--- config.mk ---
export PLATFORM = sky130hd
export DESIGN_NAME = seqchk_top
export DESIGN_NICKNAME = d
export VERILOG_FILES = /design/src/rtl/seqchk_pkg.sv /design/src/rtl/seqchk_store.sv /design/src/rtl/seqchk_cand.sv /design/src/rtl/seqchk_ctrl.sv /design/src/rtl/seqchk_top.sv
export SDC_FILE = /design/constraint.sdc
export NUM_CORES = 1
export LEC_CHECK = 0
export ABC_CLOCK_PERIOD_IN_PS = 10130
export CORE_MARGIN = 8
export CORE_UTILIZATION = 40
export DETAILED_ROUTE_END_ITERATION = 10
export PLACE_DENSITY = 0.67
export SETUP_SLACK_MARGIN = 0.05
export SYNTH_ARGS = -nofsm -noshare
export SYNTH_HDL_FRONTEND = slang
export SYNTH_HIERARCHICAL = 1
export SYNTH_SLANG_ARGS = --single-unit
--- constraint.sdc ---
create_clock -name clk -period 10.13 [get_ports clk]
set_input_delay 1.013 -clock clk [delete_from_list [all_inputs] [get_ports clk]]
set_output_delay 1.013 -clock clk [all_outputs]
set_load 0.005 [all_outputs]
--- src/rtl/seqchk_pkg.sv ---
package seqchk_pkg;

  typedef enum logic [1:0] {
    ST_IDLE = 2'd0,
    ST_RUN  = 2'd1,
    ST_DONE = 2'd2
  } seqchk_state_e;

  typedef enum logic [1:0] {
    RES_NONE = 2'd0,
    RES_PASS = 2'd1,
    RES_FAIL = 2'd2
  } seqchk_result_e;

endpackage

--- src/rtl/seqchk_store.sv ---
module seqchk_store #(
  parameter int DEPTH  = 8,
  parameter int WORD_W = 64,
  localparam int IDX_W = $clog2(DEPTH)
) (
  input  logic              clk,
  input  logic              wr_en,
  input  logic [IDX_W-1:0]  wr_idx,
  input  logic [WORD_W-1:0] wr_data,
  input  logic [IDX_W-1:0]  rd_idx,
  output logic [WORD_W-1:0] rd_data
);

  logic [WORD_W-1:0] slot_q [DEPTH];

  for (genvar g = 0; g < DEPTH; g++) begin : g_slot
    logic sel;
    assign sel = wr_en && (wr_idx == IDX_W'(g));
    always_ff @(posedge clk) begin
      if (sel) slot_q[g] <= wr_data;
    end
  end

  always_comb begin
    rd_data = '0;
    for (int i = 0; i < DEPTH; i++) begin
      if (rd_idx == IDX_W'(i)) rd_data = slot_q[i];
    end
  end

endmodule

--- src/rtl/seqchk_cand.sv ---
module seqchk_cand #(
  parameter int                WORD_W = 64,
  parameter logic [WORD_W-1:0] POLY   = 64'h42F0E1EBA9EA3693,
  parameter logic [WORD_W-1:0] SEED_A = 64'h0123456789ABCDEF,
  parameter logic [WORD_W-1:0] SEED_B = 64'hF1E2D3C4B5A69788
) (
  input  logic              clk,
  input  logic              rst_n,
  input  logic              load,
  input  logic              seed_sel,
  input  logic              adv,
  output logic [WORD_W-1:0] cand
);

  logic [WORD_W-1:0] cand_q;
  logic [WORD_W-1:0] stepped;
  logic [WORD_W-1:0] shifted;

  // Galois step: shift towards the top, fold the poly in when the top bit leaves
  assign shifted = {cand_q[WORD_W-2:0], 1'b0};
  assign stepped = cand_q[WORD_W-1] ? (shifted ^ POLY) : shifted;

  always_ff @(posedge clk or negedge rst_n) begin
    if (!rst_n) begin
      cand_q <= '0;
    end else if (load) begin
      cand_q <= seed_sel ? SEED_B : SEED_A;
    end else if (adv) begin
      cand_q <= stepped;
    end
  end

  assign cand = cand_q;

endmodule

--- src/rtl/seqchk_ctrl.sv ---
module seqchk_ctrl
  import seqchk_pkg::*;
#(
  parameter int DEPTH      = 8,
  parameter int MATCH_GOAL = 3,
  parameter int MAX_LOOPS  = 6,
  localparam int IDX_W  = $clog2(DEPTH),
  localparam int LOOP_W = $clog2(MAX_LOOPS + 1),
  localparam int ACC_W  = $clog2(MATCH_GOAL + DEPTH + 1)
) (
  input  logic             clk,
  input  logic             rst_n,
  input  logic             start,
  input  logic             hit,
  output logic             busy,
  output logic [IDX_W-1:0] rd_idx,
  output logic             load_seed,
  output logic             adv,
  output logic             done,
  output logic             pass,
  output logic             fail
);

  localparam logic [IDX_W-1:0]  LAST_IDX  = IDX_W'(DEPTH - 1);
  localparam logic [IDX_W-1:0]  FIRST_IDX = IDX_W'(1);
  localparam logic [ACC_W-1:0]  GOAL      = ACC_W'(MATCH_GOAL);
  localparam logic [LOOP_W-1:0] LAST_LOOP = LOOP_W'(MAX_LOOPS - 1);

  seqchk_state_e     state_q;
  seqchk_result_e    res_q;
  logic [IDX_W-1:0]  idx_q;
  logic [ACC_W-1:0]  acc_q;
  logic [LOOP_W-1:0] loops_q;

  logic             start_acc;
  logic             running;
  logic [ACC_W-1:0] acc_next;
  logic             pass_end;
  logic             goal_met;
  logic             last_loop;

  assign running   = (state_q == ST_RUN);
  assign start_acc = start && !running;
  assign acc_next  = acc_q + ACC_W'(hit);
  assign pass_end  = running && (idx_q == LAST_IDX);
  assign goal_met  = (acc_next >= GOAL);
  assign last_loop = (loops_q == LAST_LOOP);

  always_ff @(posedge clk or negedge rst_n) begin
    if (!rst_n) begin
      state_q <= ST_IDLE;
      res_q   <= RES_NONE;
      idx_q   <= FIRST_IDX;
      acc_q   <= '0;
      loops_q <= '0;
    end else if (start_acc) begin
      state_q <= ST_RUN;
      res_q   <= RES_NONE;
      idx_q   <= FIRST_IDX;
      acc_q   <= '0;
      loops_q <= '0;
    end else if (running) begin
      acc_q <= acc_next;
      if (!pass_end) begin
        idx_q <= idx_q + IDX_W'(1);
      end else if (goal_met) begin
        state_q <= ST_DONE;
        res_q   <= RES_PASS;
      end else if (last_loop) begin
        state_q <= ST_DONE;
        res_q   <= RES_FAIL;
      end else begin
        idx_q   <= FIRST_IDX;
        loops_q <= loops_q + LOOP_W'(1);
      end
    end
  end

  assign busy      = running;
  assign rd_idx    = idx_q;
  assign load_seed = start_acc;
  assign adv       = pass_end && !goal_met && !last_loop;
  assign done      = (state_q == ST_DONE);
  assign pass      = (res_q == RES_PASS);
  assign fail      = (res_q == RES_FAIL);

endmodule

--- src/rtl/seqchk_top.sv ---
module seqchk_top #(
  parameter int                DEPTH      = 8,
  parameter int                WORD_W     = 64,
  parameter int                MATCH_GOAL = 3,
  parameter int                MAX_LOOPS  = 6,
  parameter logic [WORD_W-1:0] POLY       = 64'h42F0E1EBA9EA3693,
  parameter logic [WORD_W-1:0] SEED_A     = 64'h0123456789ABCDEF,
  parameter logic [WORD_W-1:0] SEED_B     = 64'hF1E2D3C4B5A69788,
  localparam int IDX_W = $clog2(DEPTH)
) (
  input  logic              clk,
  input  logic              rst_n,
  input  logic              start,
  input  logic              seed_sel,
  input  logic              ld_valid,
  output logic              ld_ready,
  input  logic [IDX_W-1:0]  ld_index,
  input  logic [WORD_W-1:0] ld_data,
  output logic              done,
  output logic              pass,
  output logic              fail
);

  logic              busy;
  logic [IDX_W-1:0]  rd_idx;
  logic [WORD_W-1:0] rd_word;
  logic [WORD_W-1:0] cand;
  logic              load_seed;
  logic              adv;
  logic              hit;

  assign ld_ready = !busy;
  assign hit      = (rd_word == cand);

  seqchk_store #(
    .DEPTH  (DEPTH),
    .WORD_W (WORD_W)
  ) store_i (
    .clk     (clk),
    .wr_en   (ld_valid && ld_ready),
    .wr_idx  (ld_index),
    .wr_data (ld_data),
    .rd_idx  (rd_idx),
    .rd_data (rd_word)
  );

  seqchk_cand #(
    .WORD_W (WORD_W),
    .POLY   (POLY),
    .SEED_A (SEED_A),
    .SEED_B (SEED_B)
  ) cand_i (
    .clk      (clk),
    .rst_n    (rst_n),
    .load     (load_seed),
    .seed_sel (seed_sel),
    .adv      (adv),
    .cand     (cand)
  );

  seqchk_ctrl #(
    .DEPTH      (DEPTH),
    .MATCH_GOAL (MATCH_GOAL),
    .MAX_LOOPS  (MAX_LOOPS)
  ) ctrl_i (
    .clk       (clk),
    .rst_n     (rst_n),
    .start     (start),
    .hit       (hit),
    .busy      (busy),
    .rd_idx    (rd_idx),
    .load_seed (load_seed),
    .adv       (adv),
    .done      (done),
    .pass      (pass),
    .fail      (fail)
  );

endmodule

# Word-level counts from Yosys, hierarchy flattened
# Memories as Yosys holds them, arrays and structs flattened.
# Index checks and enable logic that the tools add are counted.
# Widths: inputs -> output; s select.
# op_classes
n_eq_ne	24
bitwise	1
add_sub_neg	3
magnitude_cmp	1
mux	70
n_reduce_logical	32
# ops
cell	count
$mux 64	18
$reduce_or 64->1	7
$eq 64x64->1	1
$mux 63	1
$mux 3	17
$not 33->33	1
$eq 3x3->1 const B	9
$mux 1	23
$mux 2	9
$logic_and 1x1->1	13
$eq 3x2->1 const B	4
$mux 4	2
$add 3x1->3 const B	2
$eq 3x1->1 const B	2
$logic_not 3->1	2
$ne 3x3->1 const B	2
$reduce_and 3->1	2
$reduce_bool 2->1	3
$add 4x1->4	1
$eq 2x1->1 const B	2
$eq 2x2->1 const B	2
$ge 4x2->1 const B	1
$ne 2x2->1 const B	2
$reduce_and 4->1	1
other kinds (2)	4
# totals
ram_bits	512
mem_count	1
out_inout_bits	4
register_bits	78
# mem_list
memory	depth	word_bits	read_ports	rd_clocked_by_memory_dff	write_ports	line_no	rtl
store_i.slot_q	8	64	8	0	1	seqchk_store.sv:14	logic [WORD_W-1:0] slot_q [DEPTH];

# Longest topological paths before layout
# Gate-level depths: netlist (run 1).
# depth
ltp_word	17
depth_mapped	22
ltp_nobuf	15

# Hierarchy
# The synthesis (run 1) kept the hierarchy.
# modules_own_cells
module	seq_area_each_um2	n_inst	cells_per_inst	area_per_inst_um2
seqchk_store	15374.7	1	1272	20717.4
seqchk_cand	1601.5	1	252	3085.5
seqchk_ctrl	351.6	1	88	852.1
seqchk_top	0.0	1	87	708.2

# Least setup slack after synthesis (run 1)
# OpenSTA, ideal clock, no wires.
# synth_timing
path_kind	input to register
start	in ld_valid
end	mem store_i.slot_q[0][0], enable pin
n_path_buf	0
t_arrival_ns	5.626
t_required_ns	9.565
path_stages	3
slack_ns	3.939
setup_time_ns	0.565
path_cell_list	nor2b_1 nand2b_1 nor3_1
# synth_via
elab_cells_between_ends	46
# synth_rtl
item	line_no	rtl
from (decl)	seqchk_top.sv:15	input logic ld_valid,
$logic_and 1x1->1	seqchk_top.sv:40	.wr_en (ld_valid && ld_ready),
$logic_and 1x1->1	seqchk_store.sv:18	assign sel = wr_en && (wr_idx == IDX_W'(g));
named net store_i.g_slot[0].sel	seqchk_store.sv:17	logic sel;
$mux 1	seqchk_store.sv:20	if (sel) slot_q[g] <= wr_data;
$mux 1 (implied by the code)	seqchk_store.sv:20	
$mux 1 (no source line) (7 in a row)	n/a	
to (decl)	seqchk_store.sv:14	
# The timed path passes the listed nets, and every way through them passes these cells.

# Final worst setup path (run 1)
# layout_timing
start	reg ctrl_i.idx_q[1], in the netlist ctrl_i/rd_idx[1]
end	reg cand_i.cand_q[28], in the netlist cand_i/cand[28]
# layout_via
elab_chain_len	16
elab_cells_between_ends	24
# layout_rtl
item	line_no	rtl
from (decl)	seqchk_ctrl.sv:31	logic [IDX_W-1:0] idx_q;
from (signal assigned)	seqchk_ctrl.sv:65	idx_q <= idx_q + IDX_W'(1);
$logic_not 3->1	seqchk_store.sv:27	if (rd_idx == IDX_W'(i)) rd_data = slot_q[i];
$mux 64 (7 in a row)	seqchk_store.sv:27	
$mux 64 (*)	seqchk_store.sv:27	
named net rd_word[24]	seqchk_top.sv:26	logic [WORD_W-1:0] rd_word;
$eq 64x64->1 (*)	seqchk_top.sv:33	assign hit = (rd_word == cand);
named net hit	seqchk_top.sv:30	logic hit;
$add 4x1->4 (*)	seqchk_ctrl.sv:44	assign acc_next = acc_q + ACC_W'(hit);
$ge 4x2->1 (*)	seqchk_ctrl.sv:46	assign goal_met = (acc_next >= GOAL);
$logic_not 1->1 (*)	seqchk_ctrl.sv:82	assign adv = pass_end && !goal_met && !last_loop;
$logic_and 1x1->1 (*) (2 in a row)	seqchk_ctrl.sv:82	
named net adv	seqchk_top.sv:29	logic adv;
$reduce_bool 2->1 (no source line) (*)	n/a	
to (signal assigned)	seqchk_cand.sv:27	cand_q <= seed_sel ? SEED_B : SEED_A;
to (signal assigned)	seqchk_cand.sv:29	cand_q <= stepped;
to (decl)	seqchk_cand.sv:15	logic [WORD_W-1:0] cand_q;
# Mark *: on every way through the listed nets, which the timed path passes. The rest lies on a longest branch.
# A chain may end at the register's enable or synchronous reset.

==> results of run 1 <==
[worst max-delay path: cells and delay by family, from the launching register on]
kind,cells,cell delay (ns)
multiplexers,1,0.40
buffers and inverters,4,2.12
adder cells (fa/ha/maj),2,0.52
AO/OA/AOI/OAI,3,0.42
XOR/XNOR,1,0.17
flip-flops,1,0.70
AND/OR/NAND/NOR,7,2.36
[area by class of cell]
| type | instances | area (sq um) |
|---|---|---|
| clock buffers | 67 | 1450 |
| well taps | 846 | 1060 |
| diodes | 1 | 2.50 |
| multi-input cells | 980 | 7290 |
| fillers | 5476 | 34300 |
| repair buffers | 104 | 991 |
| inverters | 11 | 53.8 |
| clock inverters | 37 | 365 |
| flip-flops and latches | 590 | 17300 |
[per-layer routing]
metal	routed length, um	up-vias	global-route usage (%)
met5	13	-	0
met4	1550	2	4.78
met3	4000	105	3.17
met2	28400	459	26.2
met1	26100	7422	22.9
li1	-	6586	-
[power by group through the flow]
stage | logic, uW | registers (uW) | clock network, uW
2_1_floorplan | 2300 | 3010 | 0
3_3_place_gp | 2910 | 3130 | 0
3_5_place_dp | 2950 | 3140 | 0
4_1_cts | 2970 | 3090 | 2110
5_1_grt | 3190 | 3120 | 2200
6_report | 2960 | 3090 | 2070
[registers in the layout, indices dropped and copies added, names as in the netlist]
signal / cells
ctrl_i/acc_q: 4
ctrl_i/res_q: 2
ctrl_i/rd_idx: 3
store_i/slot_q: 512
ctrl_i/state_q: 2
cand_i/cand: 64
ctrl_i/loops_q: 3
[kinds of logic after synthesis]
kind of cell / Yosys count
flip-flops: 590
AO/OA/AOI/OAI: 395
AND/OR/NAND/NOR: 326
multiplexers: 157
buffers and inverters: 129
XOR/XNOR: 96
adder cells (fa/ha/maj): 6
[worst min-delay path by stage]
stage	to	slack, ns	cells past startpoint
floorplan	ctrl_i/acc_q[0]	0.48	2
global placement	ctrl_i/state_q[0]	0.50	1
detailed placement	ctrl_i/acc_q[0]	0.51	2
CTS	ctrl_i/state_q[0]	0.16	1
global route	ctrl_i/state_q[1]	0.18	1
finish	ctrl_i/state_q[0]	0.18	1
[metrics by stage]
stage               utilization (%)  hold WS (ns)  instances
floorplan                         -         0.480       1699
global placement               42.5         0.499       2531
detailed placement             42.5         0.514       2531
CTS                            45.4         0.164       2635
global route                   45.4         0.179       2635
finish                         45.4         0.184       2636
[layout by cell type, fill, tap and decap left out, types with 21 or more instances in the layout]
master / n
edfxtp_1: 512
nand2_1: 141
mux2i_1: 140
a21oi_1: 120
dfrtp_1: 74
clkdlybuf4s50_1: 74
xor2_1: 64
clkbuf_16: 56
o31a_1: 54
or2_2: 54
a22oi_1: 54
a221oi_2: 50
nor2_1: 42
o21ai_0: 34
xnor2_1: 32
buf_4: 28
o211ai_1: 21
==> results.ini, run 1 <==
[global_route]
antenna_found_initial=2
grt_remaining_overflow=0
first_global_vias=14600
grt_max_degree=156
grt_usage_pct=16.5
grt_pass1_wl_um=91300

[cells_and_area]
area_delta_synth_final_pct=12.6
fin_area_sq_um=28600
nNetsFinal=1821
drive_above_1_share_pct=14.5

[detailed_routing]
wl_per_cell_um=22.8
drc=0
num_vias=14600
viasPerCell=5.53
ant_nets=0
drt_iter0_markers=1530
wl_um=60000
drt-pass1-iter-count=6

[power]
p_seq_share_pct=38.0
pwr-share-comb_pct=36.5
power_density_nw_per_um2=285
power_switching_share_pct=35.9
power_uw=8130
leakage_uw=0.00961
peakVddDrop_mv=0.242
power.share.clock_pct=25.5
switchingPower_uw=2920
internal_power_uw=5210

[synthesis]
synthFlopType=edfxtp_1
synth_edf_count=512
synthTopCellsByCount=edfxtp_1, nand2_1, mux2i_1
synth_mux_area_share_pct=6.50
synth_cell_types=56
synth-async-reset-ratio_pct=13.2
yosys.area_share.adder_pct=0.296
syn_area_sq_um=25400
synth-compound-area-share_pct=12.1
synth.most_common_cell=edfxtp_1
yosysTopAreaCell=edfxtp_1
avgSynthCellArea_sq_um=14.9
ys_top_cells_by_area=edfxtp_1, dfrtp_1, mux2i_1, a221oi_2, a21oi_1
yosys_warnings=6
yosys.area.top_type_share_pct=60.6
synth_xor_area_share_pct=3.32
synth-seq-cells=590
synth_simple_gate_area_share_pct=6.26
synth_top_family_by_area=compound AO/OA/AOI/OAI gates
synthCells=1699
syn_nets=1777
ys_seq_area_share_pct=68.3

[floorplan]
die_area_sq_um=71700
core_area_sq_um=62900
num_rows=92
io_pins=76
initial_core_util_pct=40.4
die_x_um=268
die-height_um=268

[timing]
fin_ws_ns=3.15
fmax_mhz=143
setup_violations=0
finalCritPeriodShare_pct=68.9
drv_slew=0
tightest_slew_ns=1.26
hold_viol_final=0
min_period_ns=6.98
rsz0062_at_grt=no
finClkSkew_ns=0.0294
tns_ns=0
relSlewSlack_pct=15.8

[clock_tree]
cts_tree=done
clk_latency_ns=0.63
htreeDepth=2
hold_buffers=0
cts-root-buf=clkbuf_16
cts_buffers=56
cts_setup_buffers=0
path_clk_slew_ns=0.07
cts.sinks=590
cts_buffer_depth=3
cts_resized=0

[critical_path]
worstPathCellList=buf_4 > and2_4 > buf_4 > nand2_1 > o31a_1 > xor2_1 > nor4_1 > nand4_1 > nor4_2 > ha_1 > ha_1 > nand2_1 > o211ai_4 > nor4_4 > buf_4 > buf_4 > mux2_2 > o21a_1
critPathLaunchType=register
r2r-end=cand_i/cand[28]
endpoint=cand_i/cand[28]
path_class=register to register
worst-r2r-setup-slack_ns=3.15
reg2reg_from=ctrl_i/rd_idx[1]
cpMostUsedCell=buf_4
critPathLaunch=ctrl_i/rd_idx[1]
worst-endpoint-required_ns=10.63
endpoint_kind=register
crit_arrival_ns=7.47
slowest_delay_ns=0.72
cp_slowest_cell=and2_4
cp_max_fo=57
r2r_cells=18

[placement]
dp_slack_ns=3.24
hpwl_um=34000
gp_congestion=0.812
io_buffers=75
placed_area_sq_um=26700

[min_path]
hp-class=primary input to async pin

[status]
status=complete, no violations

[job]
max_cap_violations=0

Power figures use the tool's default switching activity.
==> inputs of run 2 (changes only) <==
Settings changed: ABC_CLOCK_PERIOD_IN_PS 10130 to 5800, PLACE_DENSITY 0.67 to 0.69.
Clock period 10.13 ns to 5.8 ns, I/O delays scaled along.
==> results.ini, run 2 (same netlist as run 1, synthesis figures left out) <==
[cells_and_area]
largest-register=store_i/slot_q
most-common-layout-cells=edfxtp_1, nand2_1, mux2i_1, a21oi_1
drive_above_1_share_pct=16.2  ; +1.6 points
regArea_sq_um=17300  ; unchanged
nFillCells=5445  ; -0.57%
multi_input_comb_area_sq_um=7300  ; +0.17%
final_cell_count_no_fill=2673  ; +1.4%
nNetsFinal=1857  ; +2.0%
area_delta_synth_final_pct=14.5
layout_commonest_cell=edfxtp_1
largest_reg_flops=512  ; unchanged

[placement]
dp_cells=2564  ; +1.3%
hpwl_um=36000  ; +5.8%
dp_slack_ns=0.389  ; -2.86 ns
io_buffers=75  ; unchanged
gp_congestion=0.876  ; +7.9%

[clock_tree]
cts_resized=0  ; unchanged
cts_buffers=59  ; +5.4%
cts_buffer_depth=3  ; unchanged
clk_latency_ns=0.61  ; -0.02 ns
path_clk_slew_ns=0.06  ; about the same
cts-root-buf=clkbuf_16
cts.sinks=590  ; unchanged
hold_buffers=0  ; unchanged
cts_setup_buffers=0  ; unchanged
cts_tree=done
htreeDepth=2  ; unchanged

[critical_path]
slowest_delay_ns=0.81  ; +0.09 ns
reg2reg_from=ctrl_i/rd_idx[0]
worst-r2r-setup-slack_ns=0.32  ; -2.83 ns
cp_slowest_cell=dfstp_4
endpoint_kind=register
cpMostUsedCell=buf_12
worst-endpoint-required_ns=6.29  ; -4.34 ns
crit_arrival_ns=5.97  ; -1.50 ns
r2r-end=cand_i/cand[61]
path_buf_inv=4  ; unchanged
cp_max_fo=49  ; -14%
critPathLaunchType=register
crit_family=simple AND/OR/NAND/NOR gates
worstPathCellList=buf_12 > buf_12 > or2_2 > a21oi_1 > o31a_1 > xor2_1 > nor4_1 > nand4_1 > nor4_2 > ha_1 > ha_1 > nand2_1 > o211ai_4 > nor4_4 > buf_4 > buf_12 > mux2_4 > o21a_1
path_class=register to register
r2r_cells=18  ; unchanged
critPathLaunch=ctrl_i/rd_idx[0]

[timing]
setup_violations=0  ; unchanged
hold_viol_final=0  ; unchanged
tns_ns=0  ; unchanged
min_period_ns=5.48  ; -1.50 ns
relSlewSlack_pct=21.2  ; +5.3 points
finClkSkew_ns=0.0204  ; -0.00903 ns
fmax_mhz=182  ; +27%
drv_slew=0  ; unchanged
rsz0062_at_grt=no
tightest_slew_ns=1.18  ; -0.0786 ns
fin_ws_ns=0.319  ; -2.83 ns
finalCritPeriodShare_pct=94.5  ; +26 points

[power]
power_uw=14600  ; +80%
power_switching_share_pct=35.4  ; -0.51 points
switchingPower_uw=5180  ; +77%
peakVddDrop_mv=0.255  ; +5.6%
leakage_uw=0.00988  ; +2.8%
p_seq_share_pct=36.5  ; -1.5 points
power_density_nw_per_um2=504  ; +77%
pwr-share-comb_pct=37.7  ; +1.2 points
power.share.clock_pct=25.7  ; +0.2 points
internal_power_uw=9450  ; +81%

[detailed_routing]
viasPerCell=5.54  ; +0.22%
drt-pass1-iter-count=5  ; -1
ant_nets=0  ; unchanged
wl_um=60900  ; +1.4%
drt_iter0_markers=1443  ; -5.7%
num_vias=14800  ; +1.6%
wl_per_cell_um=22.8  ; about the same
drc=0  ; unchanged

[floorplan]
die_area_sq_um=71700  ; unchanged
num_rows=92  ; unchanged
die_x_um=268  ; unchanged
initial_core_util_pct=40.4  ; unchanged
die-height_um=268  ; unchanged
io_pins=76  ; unchanged
core_area_sq_um=62900  ; unchanged

[global_route]
grt_pass1_wl_um=92100  ; +0.89%
grt_usage_pct=16.6  ; +0.088 points
antenna_found_initial=4  ; +2
first_global_vias=14900  ; +2.1%
grt_max_degree=82  ; -47%
grt_remaining_overflow=0  ; unchanged

[status]
status=complete, no violations

[min_path]
hp-class=primary input to async pin

[job]
max_cap_violations=0  ; unchanged

==> run 2: changes by cell type in the layout (fill, tap and decap cells not counted), sizes merged <==
| cell | delta |
|---|---|
| clkinvlp | -2 |
| inv | +3 |
| clkinv | -4 |
| clkbuf | +6 |
| bufinv | +1 |
| buf | +33 |
==> run 2: cell type report <==
type	instances	area share, %
clock inverters	35	1.21
well taps	846	3.65
flip-flops and latches	590	59.7
clock buffers	73	5.33
diodes	1	0.00862
inverters	11	0.185
multi-input cells	980	25.2
repair buffers	137	4.74
==> run 2: worst register-to-register path, stage by stage, from the launching register on <==
cell and delay (ns):
dfstp_4 0.81, buf_12 0.29, buf_12 0.36, or2_2 0.20, a21oi_1 0.07, o31a_1 0.36, xor2_1 0.16, nor4_1 0.47
nand4_1 0.21, nor4_2 0.38, ha_1 0.27, ha_1 0.26, nand2_1 0.12, o211ai_4 0.11, nor4_4 0.41, buf_4 0.21
buf_12 0.18, mux2_4 0.32, o21a_1 0.17
==> run 2: power by group through the flow <==
| stage | combinational [uW] | clock [uW] | sequential [uW] |
|---|---|---|---|
| floorplan | 4010 | 0 | 5260 |
| global placement | 5410 | 0 | 5420 |
| detailed placement | 5490 | 0 | 5430 |
| CTS | 5530 | 3830 | 5340 |
| global route | 5920 | 3990 | 5380 |
| finish | 5520 | 3760 | 5340 |
==> run 2: metal layers <==
metal  vias up  wire, um  GRT usage [%]
li1       6660         -              -
met1      7518     26000           22.3
met2       517     29300           27.5
met3       110      4070           2.97
met4         6      1480           4.46
met5         -        37              0
==> run 2: metrics by stage <==
stage               util [%]  cell area (sq um)  hold slack (ns)
global placement        43.2              27100            0.499
global route            46.2              29000            0.207
finish                  46.2              29000            0.128
floorplan                  -              25400            0.284
detailed placement      43.2              27100            0.511
CTS                     46.2              29000            0.171
==> run 2: how the worst max path moves through the flow <==
stage | endpoint | slack, ns | cells after the start
after detailed placement | cand_i/cand[61] | 0.39 | 18
after global placement | cand_i/cand[5] | 0.48 | 18
final | cand_i/cand[61] | 0.32 | 18
after CTS | cand_i/cand[61] | 0.37 | 18
after floorplan | store_i/slot_q[1][100] | 1.53 | 7
after global routing | cand_i/cand[33] | 0.15 | 18
